--- config.mk ---
export PLATFORM = sky130hd
export DESIGN_NAME = ms_interval_timer
export DESIGN_NICKNAME = d
export VERILOG_FILES = /design/src/rtl/tmr_pkg.sv /design/src/rtl/tmr_reg_if.sv /design/src/rtl/tmr_prescaler.sv /design/src/rtl/tmr_ms_counter.sv /design/src/rtl/tmr_irq_ctrl.sv /design/src/rtl/ms_interval_timer.sv
export SDC_FILE = /design/constraint.sdc
export NUM_CORES = 1
export LEC_CHECK = 0
export BUFFER_PORTS_ARGS = -buffer_cell sky130_fd_sc_hd__clkbuf_2
export CAP_MARGIN = 20
export CORE_ASPECT_RATIO = 1.4
export CORE_UTILIZATION = 35
export DETAILED_ROUTE_END_ITERATION = 12
export GPL_TIMING_DRIVEN = 0
export SETUP_SLACK_MARGIN = 0.02
export SYNTH_ARGS = -nofsm -noshare
export SYNTH_HDL_FRONTEND = slang
export SYNTH_HIERARCHICAL = 1
export SYNTH_SLANG_ARGS = --single-unit
--- constraint.sdc ---
create_clock -name clk -period 9 [get_ports clk]
set_input_delay 2.7 -clock clk [delete_from_list [all_inputs] [get_ports clk]]
set_output_delay 2.7 -clock clk [all_outputs]
set_load 0.02 [all_outputs]
--- src/rtl/tmr_pkg.sv ---
package tmr_pkg;
  parameter int unsigned WORD_W = 32;
  typedef logic [WORD_W-1:0] word_t;
  // Result of register address decode
  typedef enum logic [1:0] {
    ACC_NONE   = 2'd0,
    ACC_RELOAD = 2'd1,
    ACC_COUNT  = 2'd2
  } acc_e;
endpackage

--- src/rtl/tmr_reg_if.sv ---
module tmr_reg_if
  import tmr_pkg::*;
#(
  parameter int unsigned ADDR_W      = 12,
  parameter logic [ADDR_W-1:0] RELOAD_ADDR = 12'h228,
  parameter logic [ADDR_W-1:0] COUNT_ADDR  = 12'h230
) (
  input  logic              clk,
  input  logic              rst_n,
  input  logic              wr_en,
  input  logic              rd_en,
  input  logic [ADDR_W-1:0] addr,
  input  word_t             wdata,
  output word_t             rd_data,
  output word_t             reload,
  output logic              armed,
  output logic              restart,
  output logic              ack
);
  localparam int unsigned WA_W = ADDR_W - 2;
  localparam logic [WA_W-1:0] RELOAD_WA = RELOAD_ADDR[ADDR_W-1:2];
  localparam logic [WA_W-1:0] COUNT_WA  = COUNT_ADDR[ADDR_W-1:2];

  acc_e  acc;
  word_t reload_q, reload_d;
  logic  armed_q, armed_d;
  logic  reload_en;

  // word decode, byte lanes ignored
  always_comb begin
    if (addr[ADDR_W-1:2] == RELOAD_WA)     acc = ACC_RELOAD;
    else if (addr[ADDR_W-1:2] == COUNT_WA) acc = ACC_COUNT;
    else                                   acc = ACC_NONE;
  end

  always_comb begin
    reload_en = wr_en && (acc == ACC_RELOAD);
    restart   = reload_en;
    ack       = reload_en || (rd_en && (acc == ACC_COUNT));
    reload_d  = reload_en ? wdata : reload_q;
    armed_d   = armed_q || reload_en;
    rd_data   = '0;
    if (rd_en && (acc == ACC_RELOAD)) rd_data = reload_q;
  end

  always_ff @(posedge clk or negedge rst_n) begin
    if (!rst_n) begin
      reload_q <= '0;
      armed_q  <= 1'b0;
    end else begin
      if (reload_en) reload_q <= reload_d;
      armed_q <= armed_d;
    end
  end

  assign reload = reload_q;
  assign armed  = armed_q;

  AST_RELOAD_HELD: assert property (@(posedge clk) disable iff (!rst_n)
    !(wr_en && (acc == ACC_RELOAD)) |=> $stable(reload_q)) else $error("reload changed without write");
  AST_COUNT_READ_ZERO: assert property (@(posedge clk) disable iff (!rst_n)
    (rd_en && (acc == ACC_COUNT)) |-> (rd_data == '0)) else $error("count read nonzero");
endmodule

--- src/rtl/tmr_prescaler.sv ---
module tmr_prescaler #(
  parameter int unsigned CYCLES_PER_MS = 125000
) (
  input  logic clk,
  input  logic rst_n,
  input  logic run,
  input  logic clear,
  output logic ms_tick
);
  generate
    if (CYCLES_PER_MS <= 1) begin : g_direct
      assign ms_tick = run && !clear;
    end else begin : g_count
      localparam int unsigned PRE_W = $clog2(CYCLES_PER_MS);
      localparam logic [PRE_W-1:0] PRE_LAST = PRE_W'(CYCLES_PER_MS - 1);

      logic [PRE_W-1:0] pre_q, pre_d;
      logic             pre_en;
      logic             wrap;

      always_comb begin
        wrap    = (pre_q == PRE_LAST);
        ms_tick = run && !clear && wrap;
        pre_en  = clear || run;
        if (clear || wrap) pre_d = '0;
        else               pre_d = pre_q + 1'b1;
      end

      always_ff @(posedge clk or negedge rst_n) begin
        if (!rst_n)      pre_q <= '0;
        else if (pre_en) pre_q <= pre_d;
      end

      AST_PRE_RANGE: assert property (@(posedge clk) disable iff (!rst_n)
        pre_q <= PRE_LAST) else $error("prescaler out of range");
      AST_PRE_IDLE: assert property (@(posedge clk) disable iff (!rst_n)
        (!run && !clear) |=> $stable(pre_q)) else $error("prescaler ran while idle");
    end
  endgenerate
endmodule

--- src/rtl/tmr_ms_counter.sv ---
module tmr_ms_counter
  import tmr_pkg::*;
(
  input  logic  clk,
  input  logic  rst_n,
  input  logic  ms_tick,
  input  logic  clear,
  input  word_t reload,
  output logic  expire
);
  word_t ms_q, ms_d;
  logic  ms_en;
  logic  at_end;

  always_comb begin
    at_end = (ms_q == reload);
    expire = ms_tick && at_end;
    ms_en  = clear || ms_tick;
    if (clear || at_end) ms_d = '0;
    else                 ms_d = ms_q + 1'b1;
  end

  always_ff @(posedge clk or negedge rst_n) begin
    if (!rst_n)     ms_q <= '0;
    else if (ms_en) ms_q <= ms_d;
  end

  AST_MS_BOUND: assert property (@(posedge clk) disable iff (!rst_n)
    ms_q <= reload) else $error("ms count beyond reload");
  AST_MS_RESTART: assert property (@(posedge clk) disable iff (!rst_n)
    clear |=> (ms_q == '0)) else $error("restart did not zero count");
endmodule

--- src/rtl/tmr_irq_ctrl.sv ---
module tmr_irq_ctrl (
  input  logic clk,
  input  logic rst_n,
  input  logic expire,
  input  logic ack,
  output logic irq
);
  logic irq_q, irq_d;

  // expiry has priority over acknowledge
  always_comb begin
    if (expire)   irq_d = 1'b1;
    else if (ack) irq_d = 1'b0;
    else          irq_d = irq_q;
  end

  always_ff @(posedge clk or negedge rst_n) begin
    if (!rst_n) irq_q <= 1'b0;
    else        irq_q <= irq_d;
  end

  assign irq = irq_q;

  AST_EXPIRE_SETS: assert property (@(posedge clk) disable iff (!rst_n)
    expire |=> irq_q) else $error("expiry lost");
  AST_ACK_CLEARS: assert property (@(posedge clk) disable iff (!rst_n)
    (ack && !expire) |=> !irq_q) else $error("ack ignored");
  AST_NO_SPURIOUS: assert property (@(posedge clk) disable iff (!rst_n)
    $rose(irq_q) |-> $past(expire)) else $error("irq without expiry");
endmodule

--- src/rtl/ms_interval_timer.sv ---
module ms_interval_timer
  import tmr_pkg::*;
#(
  parameter int unsigned CYCLES_PER_MS = 125000,
  parameter int unsigned ADDR_W        = 12,
  parameter logic [ADDR_W-1:0] RELOAD_ADDR = 12'h228,
  parameter logic [ADDR_W-1:0] COUNT_ADDR  = 12'h230
) (
  input  logic              clk,
  input  logic              rst_n,
  input  logic              wr_en,
  input  logic              rd_en,
  input  logic [ADDR_W-1:0] addr,
  input  logic [31:0]       wdata,
  output logic [31:0]       rd_data,
  output logic              tick_irq
);
  word_t reload;
  logic  armed, restart, ack, ms_tick, expire;

  tmr_reg_if #(
    .ADDR_W(ADDR_W), .RELOAD_ADDR(RELOAD_ADDR), .COUNT_ADDR(COUNT_ADDR)
  ) u_regs (
    .clk(clk), .rst_n(rst_n), .wr_en(wr_en), .rd_en(rd_en), .addr(addr),
    .wdata(wdata), .rd_data(rd_data), .reload(reload), .armed(armed),
    .restart(restart), .ack(ack)
  );

  tmr_prescaler #(.CYCLES_PER_MS(CYCLES_PER_MS)) u_pre (
    .clk(clk), .rst_n(rst_n), .run(armed), .clear(restart), .ms_tick(ms_tick)
  );

  tmr_ms_counter u_ms (
    .clk(clk), .rst_n(rst_n), .ms_tick(ms_tick), .clear(restart),
    .reload(reload), .expire(expire)
  );

  tmr_irq_ctrl u_irq (
    .clk(clk), .rst_n(rst_n), .expire(expire), .ack(ack), .irq(tick_irq)
  );

  AST_IDLE_NO_TICK: assert property (@(posedge clk) disable iff (!rst_n)
    !armed |-> !ms_tick) else $error("tick before first reload write");
  AST_WRITE_CLEARS: assert property (@(posedge clk) disable iff (!rst_n)
    restart |=> !tick_irq) else $error("reload write left irq set");
endmodule

==> key figures, run 1 <==
Status
  – Status: complete, no violations

Critical path
  – WP data arrival: 4.77 ns
  – Crit Path Max Fanout: 10
  – Setup slack, reg-to-reg: 6.03 ns
  – Crit start category: primary input
  – Worst Setup End Kind: primary output
  – Critical path class: in -> out
  – Required time of the critical path: 6.30 ns

GRT
  – Remaining global-route overflow: 0
  – Global-route wire length before repair: 18200 um
  – Largest net degree at the start of global routing: 43
  – Vias in the first global route: ~3600
  – Initial antenna violation count: 0
  – Gr usage total: 0.1682

Pwr
  – Gate power share: 0.069
  – Total power: between 0.8 and 0.9 mW
  – Clk pwr share: 0.464
  – Sequential power share: 0.468
  – Cell-internal power: 0.6721 mW
  – Static leakage: 3.003 nW
  – Maximum VDD drop: 74.56 uV
  – Sw Share: 0.2234
  – Psw: 0.1934 mW
  – Pwr dens: around 150 nW/um2

Layout
  – Fin util: 0.4373
  – Area Growth Syn to Fin: 20.69%
  – # diodes: 0
  – Register Area: 2077 um2
  – Fillers: 1262
  – Share of cells above drive strength 1: 0.2941
  – Design area: approximately 5700 um2
  – Area taken by multi-input logic gates: 2414 um2
  – Final #Nets: around 570

Route
  – Vias per cell: 4.973
  – Detailed Route WL: 10950 um
  – Per-cell routed wire length: about 16 um
  – Drt first-iter violations: roughly 150
  – Via count: 3506
  – DR pass1 iterations: 5
  – Routed Antenna Nets: 0
  – DRC viols: 0

Clock network
  – CTS Sinks: between 80 and 90
  – Reg clk slew, reported paths: 0.06 ns
  – CTS buffer count: 9
  – Clk_lat worst skew: 0.33 ns
  – Postcts setup bufs: 0
  – CTS max path bufs: 2
  – # resized after CTS: 0
  – CTS tree: yes
  – CTS Root Cell: clkbuf_16
  – Hold-fix buffer count after cts: 0
  – CTS HTree Levels: 3

Timing
  – Max Clock Skew: 0.007491 ns
  – Setup TNS: 0 ns
  – Fmax: around 0.13 GHz
  – Final slew viol count: 0
  – Clock period minus worst slack: 7.471 ns
  – Period utilisation layout: 0.8301
  – RSZ-0062 raised after global routing: no
  – Setup Viol. Count Final: 0
  – Final hold viol count: 0
  – Worst-Margin Slew: roughly 0.78 ns
  – Slew headroom: 0.4775
  – Hold slack: around 0.5 ns

Placed design
  – Port Buf Inserts: 78
  – Routability Congestion: roughly 0.82
  – Placement Cell Area: 5323 um2
  – DP HPWL: roughly 8400 um

Floorplan
  – Initial Util: 0.3623
  – Core area: 12940 um2
  – Die W: ~100 um
  – Top-level port count: 81
  – # rows: 49
  – Die Y: 138.9 um
  – Full die area: 13860 um2

Yosys
  – Post-synth ARST share: 1.000
  – Net count after synthesis: 481
  – Synthesized area: 4687 um2
  – Post-synth EDFFs: 0
  – Synthesis-stage register bit count: 83
  – Synthesized instance count: 431
  – Distinct cells, synth: 50
  – Post-synth top flop: dfrtp_1
  – Register area share after synthesis: 0.4431
  – Synth Area per Inst: 10.87 um2
  – Synth warn: 6

Hold path
  – Tightest Hold Check Type: reg -> reg

Run
  – Number of max-cap violations: 0
[cell usage in the layout (no fill, tap or decap), types with 10 or more instances in the layout]
cell type / instances
a21oi_1: 11
and2_1: 35
clkbuf_2: 77
dfrtp_1: 83
inv_1: 10
mux2_4: 28
nand2_1: 24
nand3_1: 16
nand4_1: 16
nor2_1: 43
nor4_1: 12
xor2_1: 63
[cell families (layout without fill, tap and decap cells)]
group,Yosys count,in the layout,synth area share
compound gates,30,30,0.04912
xor+xnor,70,70,0.1308
fa+ha+maj,2,2,0.005338
buf+inv,26,122,0.04191
flops,83,83,0.4431
mux,32,32,0.09930
simple gates,188,188,0.2304
[critical path, cell delays in order]
cell and delay [ns]:
clkbuf_2 0.08, or4_4 0.53, nor3_1 0.52, clkbuf_1 0.49, and2_1 0.26, clkbuf_2 0.18
[metrics by stage]
stage | worst slack, ns | cells
2_1_floorplan | 2.258 | 431
3_3_place_gp | 1.458 | 687
3_5_place_dp | 1.472 | 688
4_1_cts | 1.475 | 704
5_1_grt | 1.329 | 705
6_report | 1.529 | 705
[cell type report]
class                      count  area share
clock inverter                 4     0.01283
inverter                      10    0.006636
sequential                    83      0.3672
buffer                        16     0.02809
multi-input combinational    322      0.4267
timing repair buffer          80     0.07388
clock buffer                  12     0.04534
tap                          178     0.03937
[cells in the mapped netlist (all sizes together), types with 5 or more instances]
master,count,share of area
nand2,24,0.019
inv,10,0.0080
dfrtp,83,0.44
o21ai,5,0.0053
nor4,14,0.023
nand3,17,0.021
xor2,63,0.12
nand4,19,0.031
nor2,45,0.037
a21oi,11,0.012
and2,35,0.047
xnor2,7,0.013
buf,13,0.031
nor3,7,0.0075
mux2,32,0.099
and3,6,0.0083
o31ai,5,0.014
[power by group through the flow]
stage / Combinational, mW / Sequential, mW / Clock [mW]
after floorplan: 0.0342 / 0.407 / 0
after global placement: 0.0575 / 0.411 / 0
after detailed placement: 0.0608 / 0.412 / 0
after CTS: 0.0611 / 0.405 / 0.413
after global routing: 0.0679 / 0.408 / 0.427
final: 0.0593 / 0.405 / 0.401
[state kept, by name (all words and copies together) (netlist names)]
name and flops:
u_irq/irq 1, u_ms/ms_q 32, u_pre/g_count.pre_q 17, u_regs/armed 1, u_regs/reload 32
[per-layer routing]
layer  track usage  up-vias  part of all wire
met5             0        -                 0
met4       0.06037        0             0.021
met3       0.03478       11             0.027
met2        0.3071       57              0.56
met1        0.1900     1760              0.39
li1              -     1678                 -
[path summary, 6_finish.rpt]
kind,startpoint,endpoint,depth (start not counted)
setup / recovery,addr[2],rd_data[8],6
hold / removal,u_irq/irq,u_irq/irq,1
setup reg to reg,u_pre/g_count.pre_q[0],u_ms/ms_q[31],11
hold reg to reg,u_irq/irq,u_irq/irq,1
max in group asynchronous,rst_n,u_regs/reload[11],2
min in group asynchronous,rst_n,u_regs/reload[2],1
(Power assumes the default switching activity.)
==> run 2, diff against run 1 <==
ABC_AREA = 1   (was default)
clock period = 6.9 ns   (was 9 ns; I/O delays follow)
==> run 2 against run 1 <==
- core utilization is 0.78 points lower
- clock power is 36% higher
- largest power group is now clock
- final cell count is 48% higher
- worst hold slack worse by 0.024 ns
- largest cell class unchanged
- flip-flop and latch count stayed put
- count of clock-buffer cells in the layout is 2 lower
- global-route usage is 3.1 points higher
- clock skew hardly changed
- synthesized cell count is 77% higher
- synthesized area is 13% higher
==> key figures, run 2 <==
Status
  – Status: complete, no violations (unchanged)

Critical path
  – WP data arrival: 3.53 ns (was 4.77 ns)
  – Crit Path Max Fanout: 10 (unchanged)
  – Cell depth of the worst setup path: 7 (was 6)
  – Worst-path cell chain: clkbuf_2 -> or2_4 -> nor2_4 -> nand3_2 -> buf_2 -> nor2_1 -> clkbuf_2 (was clkbuf_2 -> or4_4 -> nor3_1 -> clkbuf_1 -> and2_1 -> clkbuf_2)
  – Critical path class: in -> out (unchanged)
  – CP bufs+invs: 3 (unchanged)
  – Reg-to-Reg Start: u_pre/g_count.pre_q[0] (unchanged)
  – Required time of the critical path: 4.83 ns (was 6.30 ns)
  – CP top delay family: simple AND/OR/NAND/NOR gates (unchanged)
  – Setup slack, reg-to-reg: 4.12 ns (was 6.03 ns)
  – Critical-path top delay cell: buf_2 (was or4_4)
  – Worst Setup End Kind: primary output (unchanged)
  – Max incr delay on CP: 0.27 ns (was 0.53 ns)
  – FF-to-FF path depth: 17 (was 11)
  – Crit path from: addr[11] (was addr[2])
  – Worst R2R End: u_ms/ms_q[28] (was u_ms/ms_q[31])
  – Most used cell, CP: clkbuf_2 (unchanged)
  – Crit start category: primary input (unchanged)
  – Setup crit end: rd_data[13] (was rd_data[8])

Layout
  – Area taken by multi-input logic gates: 2678 um2 (was 2414 um2)
  – Final Non-Filler Cells: 1043 (was 705)
  – Register Area: 2077 um2 (unchanged)
  – Final #Nets: 900 (was 572)
  – Most frequent cells in the layout: nand2_1 (232), nor2_1 (138), inv_1 (105) (was dfrtp_1 (83), clkbuf_2 (77), xor2_1 (63))
  – Area Growth Syn to Fin: 18.54% (was 20.69%)
  – Share of cells above drive strength 1: 0.1710 (was 0.2941)
  – # diodes: 0 (unchanged)
  – Fin util: 0.4295 (was 0.4373)
  – Fillers: 1567 (was 1262)
  – Most common cell after layout, fill and taps aside: nand2_1 (was dfrtp_1)

Clock network
  – Clk_lat worst skew: 0.34 ns (was 0.33 ns)
  – Postcts setup bufs: 0 (unchanged)
  – CTS Root Cell: clkbuf_16 (unchanged)
  – CTS buffer count: 9 (unchanged)
  – Hold-fix buffer count after cts: 0 (unchanged)
  – CTS HTree Levels: 3 (unchanged)
  – # resized after CTS: 0 (unchanged)
  – CTS max path bufs: 2 (unchanged)
  – CTS Sinks: 83 (unchanged)
  – CTS tree: yes (unchanged)
  – Reg clk slew, reported paths: 0.06 ns (about the same)

Timing
  – Setup Viol. Count Final: 0 (unchanged)
  – Final slew viol count: 0 (unchanged)
  – Fmax: 0.1787 GHz
  – Slew headroom: 0.6461 (was 0.4775)
  – Max Clock Skew: 0.007576 ns (was 0.007491 ns)
  – Worst-Margin Slew: 0.5308 ns (was 0.7778 ns)
  – Clock period minus worst slack: around 5.6 ns
  – Setup TNS: 0 ns (unchanged)
  – Final hold viol count: 0 (unchanged)
  – RSZ-0062 raised after global routing: no (unchanged)
  – Period utilisation layout: 0.8110

Yosys
  – Post-synth ARST share: 1.000 (unchanged)
  – Synth top cells by count: nand2_1 (232), nor2_1 (138), inv_1 (105), dfrtp_1 (83), nand4_1 (44) (was dfrtp_1 (83), xor2_1 (63), nor2_1 (43), and2_1 (35), mux2_4 (28))
  – Synth Area per Inst: 6.970 um2 (was 10.87 um2)
  – Post-synth top flop: dfrtp_1 (unchanged)
  – Synth top area share: 0.3916 (was 0.4431)
  – Net count after synthesis: 811 (was 481)
  – Cell with the most instances after synthesis: nand2_1 (was dfrtp_1)
  – Largest area contributor in the netlist: dfrtp_1 (unchanged)
  – Synthesized area: 5304 um2 (was 4687 um2)
  – Register area share after synthesis: 0.3916 (was 0.4431)
  – Synthesized instance count: 761 (was 431)
  – Post-synth EDFFs: 0 (unchanged)
  – Synth warn: 6 (unchanged)
  – Distinct cells, synth: 35 (was 50)
  – Synthesis-stage register bit count: 83 (unchanged)
  – Area contributors post-synth: dfrtp_1 (39%), nand2_1 (16%), nor2_1 (9.8%), inv_1 (7.4%), nand4_1 (5.2%) (was dfrtp_1 (44%), xor2_1 (12%), mux2_4 (9.0%), and2_1 (4.7%), nor2_1 (3.4%))

Route
  – Per-cell routed wire length: 14.07 um (was 15.54 um)
  – DR pass1 iterations: 5 (unchanged)
  – Routed Antenna Nets: 0 (unchanged)
  – Vias per cell: 4.710 (was 4.973)
  – DRC viols: 0 (unchanged)
  – Drt first-iter violations: 245 (was 148)
  – Via count: 4913 (was 3506)
  – Detailed Route WL: 14680 um (was 10950 um)

Floorplan
  – Full die area: 15660 um2 (was 13860 um2)
  – Core area: 14640 um2 (was 12940 um2)
  – Initial Util: 0.3623 (about the same)
  – Top-level port count: 81 (unchanged)
  – # rows: 52 (was 49)
  – Die Y: 147.7 um (was 138.9 um)
  – Die W: 106.0 um (was 99.80 um)

Pwr
  – Maximum VDD drop: 143.5 uV (was 74.56 uV)
  – Total power: 1.244 mW (was 0.8654 mW)
  – Static leakage: 3.094 nW (was 3.003 nW)
  – Pwr dens: 197.8 nW/um2 (was 153.0 nW/um2)

GRT
  – Largest net degree at the start of global routing: 60 (was 43)
  – Remaining global-route overflow: 0 (unchanged)
  – Gr usage total: 0.1996 (was 0.1682)
  – Global-route wire length before repair: 23990 um (was 18200 um)
  – Initial antenna violation count: 0 (unchanged)
  – Vias in the first global route: 4723 (was 3609)

Placed design
  – DP HPWL: 11700 um (was 8445 um)
  – Routability Congestion: 0.9355 (was 0.8217)
  – Port Buf Inserts: 77 (was 78)
  – Placed cells: 1028 (was 688)

Run
  – Number of max-cap violations: 0 (unchanged)

Hold path
  – Tightest Hold Check Type: reg -> reg (unchanged)
==> run 2: changes by cell type in the layout (fill, tap and decap cells not counted), sizes merged, moves of 13 or more <==
cell | previous run | this run
inv | 10 | 111
nor4 | 14 | 1
mux2 | 32 | 0
nand2 | 24 | 239
nand4 | 19 | 44
nor2 | 45 | 151
and2 | 35 | 0
nand3 | 17 | 30
xnor2 | 7 | 31
xor2 | 63 | 15
==> run 2: power by group <==
| part | switching, mW | internal, mW |
|---|---|---|
| Clock | 0.196 | 0.351 |
| Combinational | 0.0962 | 0.0582 |
| Sequential | 0.0319 | 0.510 |
==> run 2: how the worst min path moves through the flow <==
stage | endpoint | slack, ns | cells past startpoint | startpoint
CTS | u_irq/irq | 0.48 | 2 | u_irq/irq
floorplan | u_regs/armed | 0.48 | 2 | u_regs/armed
detailed placement | u_irq/irq | 0.46 | 2 | u_irq/irq
finish | u_irq/irq | 0.47 | 2 | u_irq/irq
global route | u_irq/irq | 0.55 | 2 | u_irq/irq
global placement | u_irq/irq | 0.47 | 2 | u_irq/irq
==> run 2: worst min-delay path, stage by stage, from the launching register on <==
cell,delay [ns]
dfrtp_1,0.34
nand2_1,0.06
nand2_1,0.05
==> run 2: logic make-up (layout without fill, tap and decap cells) <==
kind of cell    Yosys count  after routing  share of synthesized area
compound gates           11             11                    0.01085
xor+xnor                 46             46                    0.07596
fa+ha+maj                 2              2                   0.004717
buf+inv                 133            226                     0.1036
flops                    83             83                     0.3916
simple gates            486            486                     0.4133
==> run 2: per-stage QoR <==
| stage | worst slack [ns] | instance area (um2) | hold WS (ns) |
|---|---|---|---|
| 4_1_cts | 1.314 | 6287 | 0.4783 |
| 2_1_floorplan | 1.748 | 5304 | 0.4782 |
| 5_1_grt | 1.244 | 6287 | 0.5466 |
| 6_report | 1.304 | 6287 | 0.4745 |
| 3_5_place_dp | 1.317 | 5956 | 0.4628 |
| 3_3_place_gp | 1.303 | 5926 | 0.4687 |
==> run 2: final cells by class <==
type                            count  area share
Buffer                             21     0.01930
Multi-Input combinational cell    545      0.4259
Tap cell                          189     0.03761
Timing Repair Buffer               78     0.06607
Inverter                          112     0.06806
Clock buffer                       10     0.03642
Clock inverter                      5     0.01632
Sequential cell                    83      0.3303
==> run 2: per-layer routing <==
metal  wire length (um)  global-route usage
met4                258             0.06458
met2               7551              0.3520
met1               6278              0.2483
met3                589             0.02998
met5                  0                   0
==> run 3, diff against run 2 <==
ABC_AREA = 0   (was 1)
clock period = 5.7 ns   (was 6.9 ns; I/O delays follow)
==> run 3 against run 2 <==
- critical path depth down 1
- clock skew is essentially flat
- first-iteration DRC count is 38% lower
- combinational power shrank 39%
- highest routed layer unchanged
- global-route usage is 3.1 points lower
- via count is 29% lower
- flip-flop and latch count stayed put
- design area down 10%
- worst hold slack improved by 0.023 ns
- die area down 11%
==> key figures, run 3 (synthesized netlist as in run 1, its figures left out) <==
Status
  – Status: complete, no violations (unchanged)

Floorplan
  – Full die area: 13860 um2 (was 15660 um2)
  – Top-level port count: 81 (unchanged)
  – Core area: 12940 um2 (was 14640 um2)
  – # rows: 49 (was 52)
  – Initial Util: 0.3623 (about the same)
  – Die W: 99.80 um (was 106.0 um)
  – Die Y: 138.9 um (was 147.7 um)

Clock network
  – Clk_lat worst skew: 0.33 ns (was 0.34 ns)
  – CTS buffer count: 9 (unchanged)
  – CTS Sinks: 83 (unchanged)
  – CTS tree: yes (unchanged)
  – CTS HTree Levels: 3 (unchanged)
  – Hold-fix buffer count after cts: 0 (unchanged)
  – Reg clk slew, reported paths: 0.06 ns (about the same)
  – Postcts setup bufs: 0 (unchanged)
  – # resized after CTS: 0 (unchanged)
  – CTS Root Cell: clkbuf_16 (unchanged)
  – CTS max path bufs: 2 (unchanged)

Layout
  – Register Area: 2077 um2 (unchanged)
  – Fillers: 1262 (was 1567)
  – # diodes: 0 (unchanged)
  – Most common cell after layout, fill and taps aside: dfrtp_1 (was nand2_1)
  – Final #Nets: 572 (was 900)
  – Area Growth Syn to Fin: 20.80% (was 18.54%)
  – Share of cells above drive strength 1: 0.2960 (was 0.1710)
  – Area taken by multi-input logic gates: 2419 um2 (was 2678 um2)
  – Most frequent cells in the layout: dfrtp_1 (83), clkbuf_2 (77), xor2_1 (63) (was nand2_1 (232), nor2_1 (138), inv_1 (105))

Critical path
  – WP data arrival: 3.62 ns (was 3.53 ns)
  – Max incr delay on CP: 0.54 ns (was 0.27 ns)
  – Crit start category: primary input (unchanged)
  – CP top delay family: simple AND/OR/NAND/NOR gates (unchanged)
  – Most used cell, CP: clkbuf_2 (unchanged)
  – CP bufs+invs: 3 (unchanged)
  – Worst Setup End Kind: primary output (unchanged)
  – Critical-path top delay cell: or4_4 (was buf_2)
  – Crit Path Max Fanout: 10 (unchanged)
  – Worst-path cell chain: clkbuf_2 -> or4_4 -> nor3_2 -> clkbuf_1 -> and2_1 -> clkbuf_2 (was clkbuf_2 -> or2_4 -> nor2_4 -> nand3_2 -> buf_2 -> nor2_1 -> clkbuf_2)
  – Required time of the critical path: 3.99 ns (was 4.83 ns)
  – Critical path class: in -> out (unchanged)

GRT
  – Vias in the first global route: 3609 (was 4723)
  – Remaining global-route overflow: 0 (unchanged)
  – Initial antenna violation count: 0 (unchanged)
  – Global-route wire length before repair: 18200 um (was 23990 um)
  – Largest net degree at the start of global routing: 43 (was 60)
  – Gr usage total: 0.1682 (was 0.1996)

Placed design
  – Port Buf Inserts: 78 (was 77)
  – DP HPWL: 8445 um (was 11700 um)
  – Routability Congestion: 0.8217 (was 0.9355)

Route
  – DRC viols: 0 (unchanged)
  – Routed Antenna Nets: 0 (unchanged)
  – Drt first-iter violations: 151 (was 245)
  – Detailed Route WL: 10950 um (was 14680 um)
  – Per-cell routed wire length: 15.53 um (was 14.07 um)
  – Vias per cell: 4.957 (was 4.710)
  – Via count: 3495 (was 4913)
  – DR pass1 iterations: 4 (was 5)

Pwr
  – Maximum VDD drop: 117.9 uV (was 143.5 uV)
  – Total power: 1.367 mW (was 1.244 mW)
  – Pwr dens: 241.4 nW/um2 (was 197.8 nW/um2)
  – Static leakage: 3.003 nW (was 3.094 nW)

Timing
  – Slew headroom: 0.4778 (was 0.6461)
  – Period utilisation layout: 0.9345
  – Final hold viol count: 0 (unchanged)
  – Fmax: 0.1877 GHz
  – Setup TNS: 0 ns (unchanged)
  – Max Clock Skew: 0.007750 ns (was 0.007576 ns)
  – Setup Viol. Count Final: 0 (unchanged)
  – RSZ-0062 raised after global routing: no (unchanged)
  – Final slew viol count: 0 (unchanged)
  – Clock period minus worst slack: between 5 and 6 ns
  – Worst-Margin Slew: 0.7773 ns (was 0.5308 ns)

Run
  – Number of max-cap violations: 0 (unchanged)

Hold path
  – Tightest Hold Check Type: reg -> reg (unchanged)
run 3: final timing paths:
kind | startpoint | to | slack [ns] | cells past startpoint
setup / recovery | addr[2] | rd_data[8] | 0.37 | 6
hold / removal | u_irq/irq | u_irq/irq | 0.50 | 1
setup reg to reg | u_pre/g_count.pre_q[0] | u_ms/ms_q[31] | 2.71 | 11
hold reg to reg | u_irq/irq | u_irq/irq | 0.50 | 1
max in group asynchronous | rst_n | u_regs/reload[11] | 3.66 | 2
min in group asynchronous | rst_n | u_regs/reload[2] | 1.41 | 1
run 3: through the flow:
step	area [um2]	worst slack, ns	utilization	std cells	hold WS [ns]
floorplan	4687	0.9384	-	431	0.5136
global placement	5300	0.1384	0.4097	687	0.4817
detailed placement	5323	0.1523	0.4115	688	0.4902
CTS	5652	0.1551	0.4369	704	0.5038
global route	5662	0.2251	0.4377	705	0.5424
finish	5662	0.3733	0.4377	705	0.4971
run 3: per-layer routing:
metal,vias to the layer above,track usage,part of all wire
met1,1750,0.1900,0.39
met2,54,0.3071,0.56
met3,11,0.03478,0.028
met4,0,0.06037,0.021
met5,-,0,0
li1,1680,-,-
run 3: layout make-up:
type	instances	share of cell area
timing repair buffer	80	0.07381
clock buffer	12	0.04530
tap	178	0.03934
multi-input combinational	322	0.4272
buffer	16	0.02807
clock inverter	4	0.01282
sequential	83	0.3669
inverter	10	0.006630
run 3: power by group:
group	switching (mW)	leakage [nW]	internal, mW
Sequential	0.0291	1.14	0.610
Clock	0.226	0.159	0.407
Combinational	0.0499	1.70	0.0442
Total	0.305	3.00	1.06
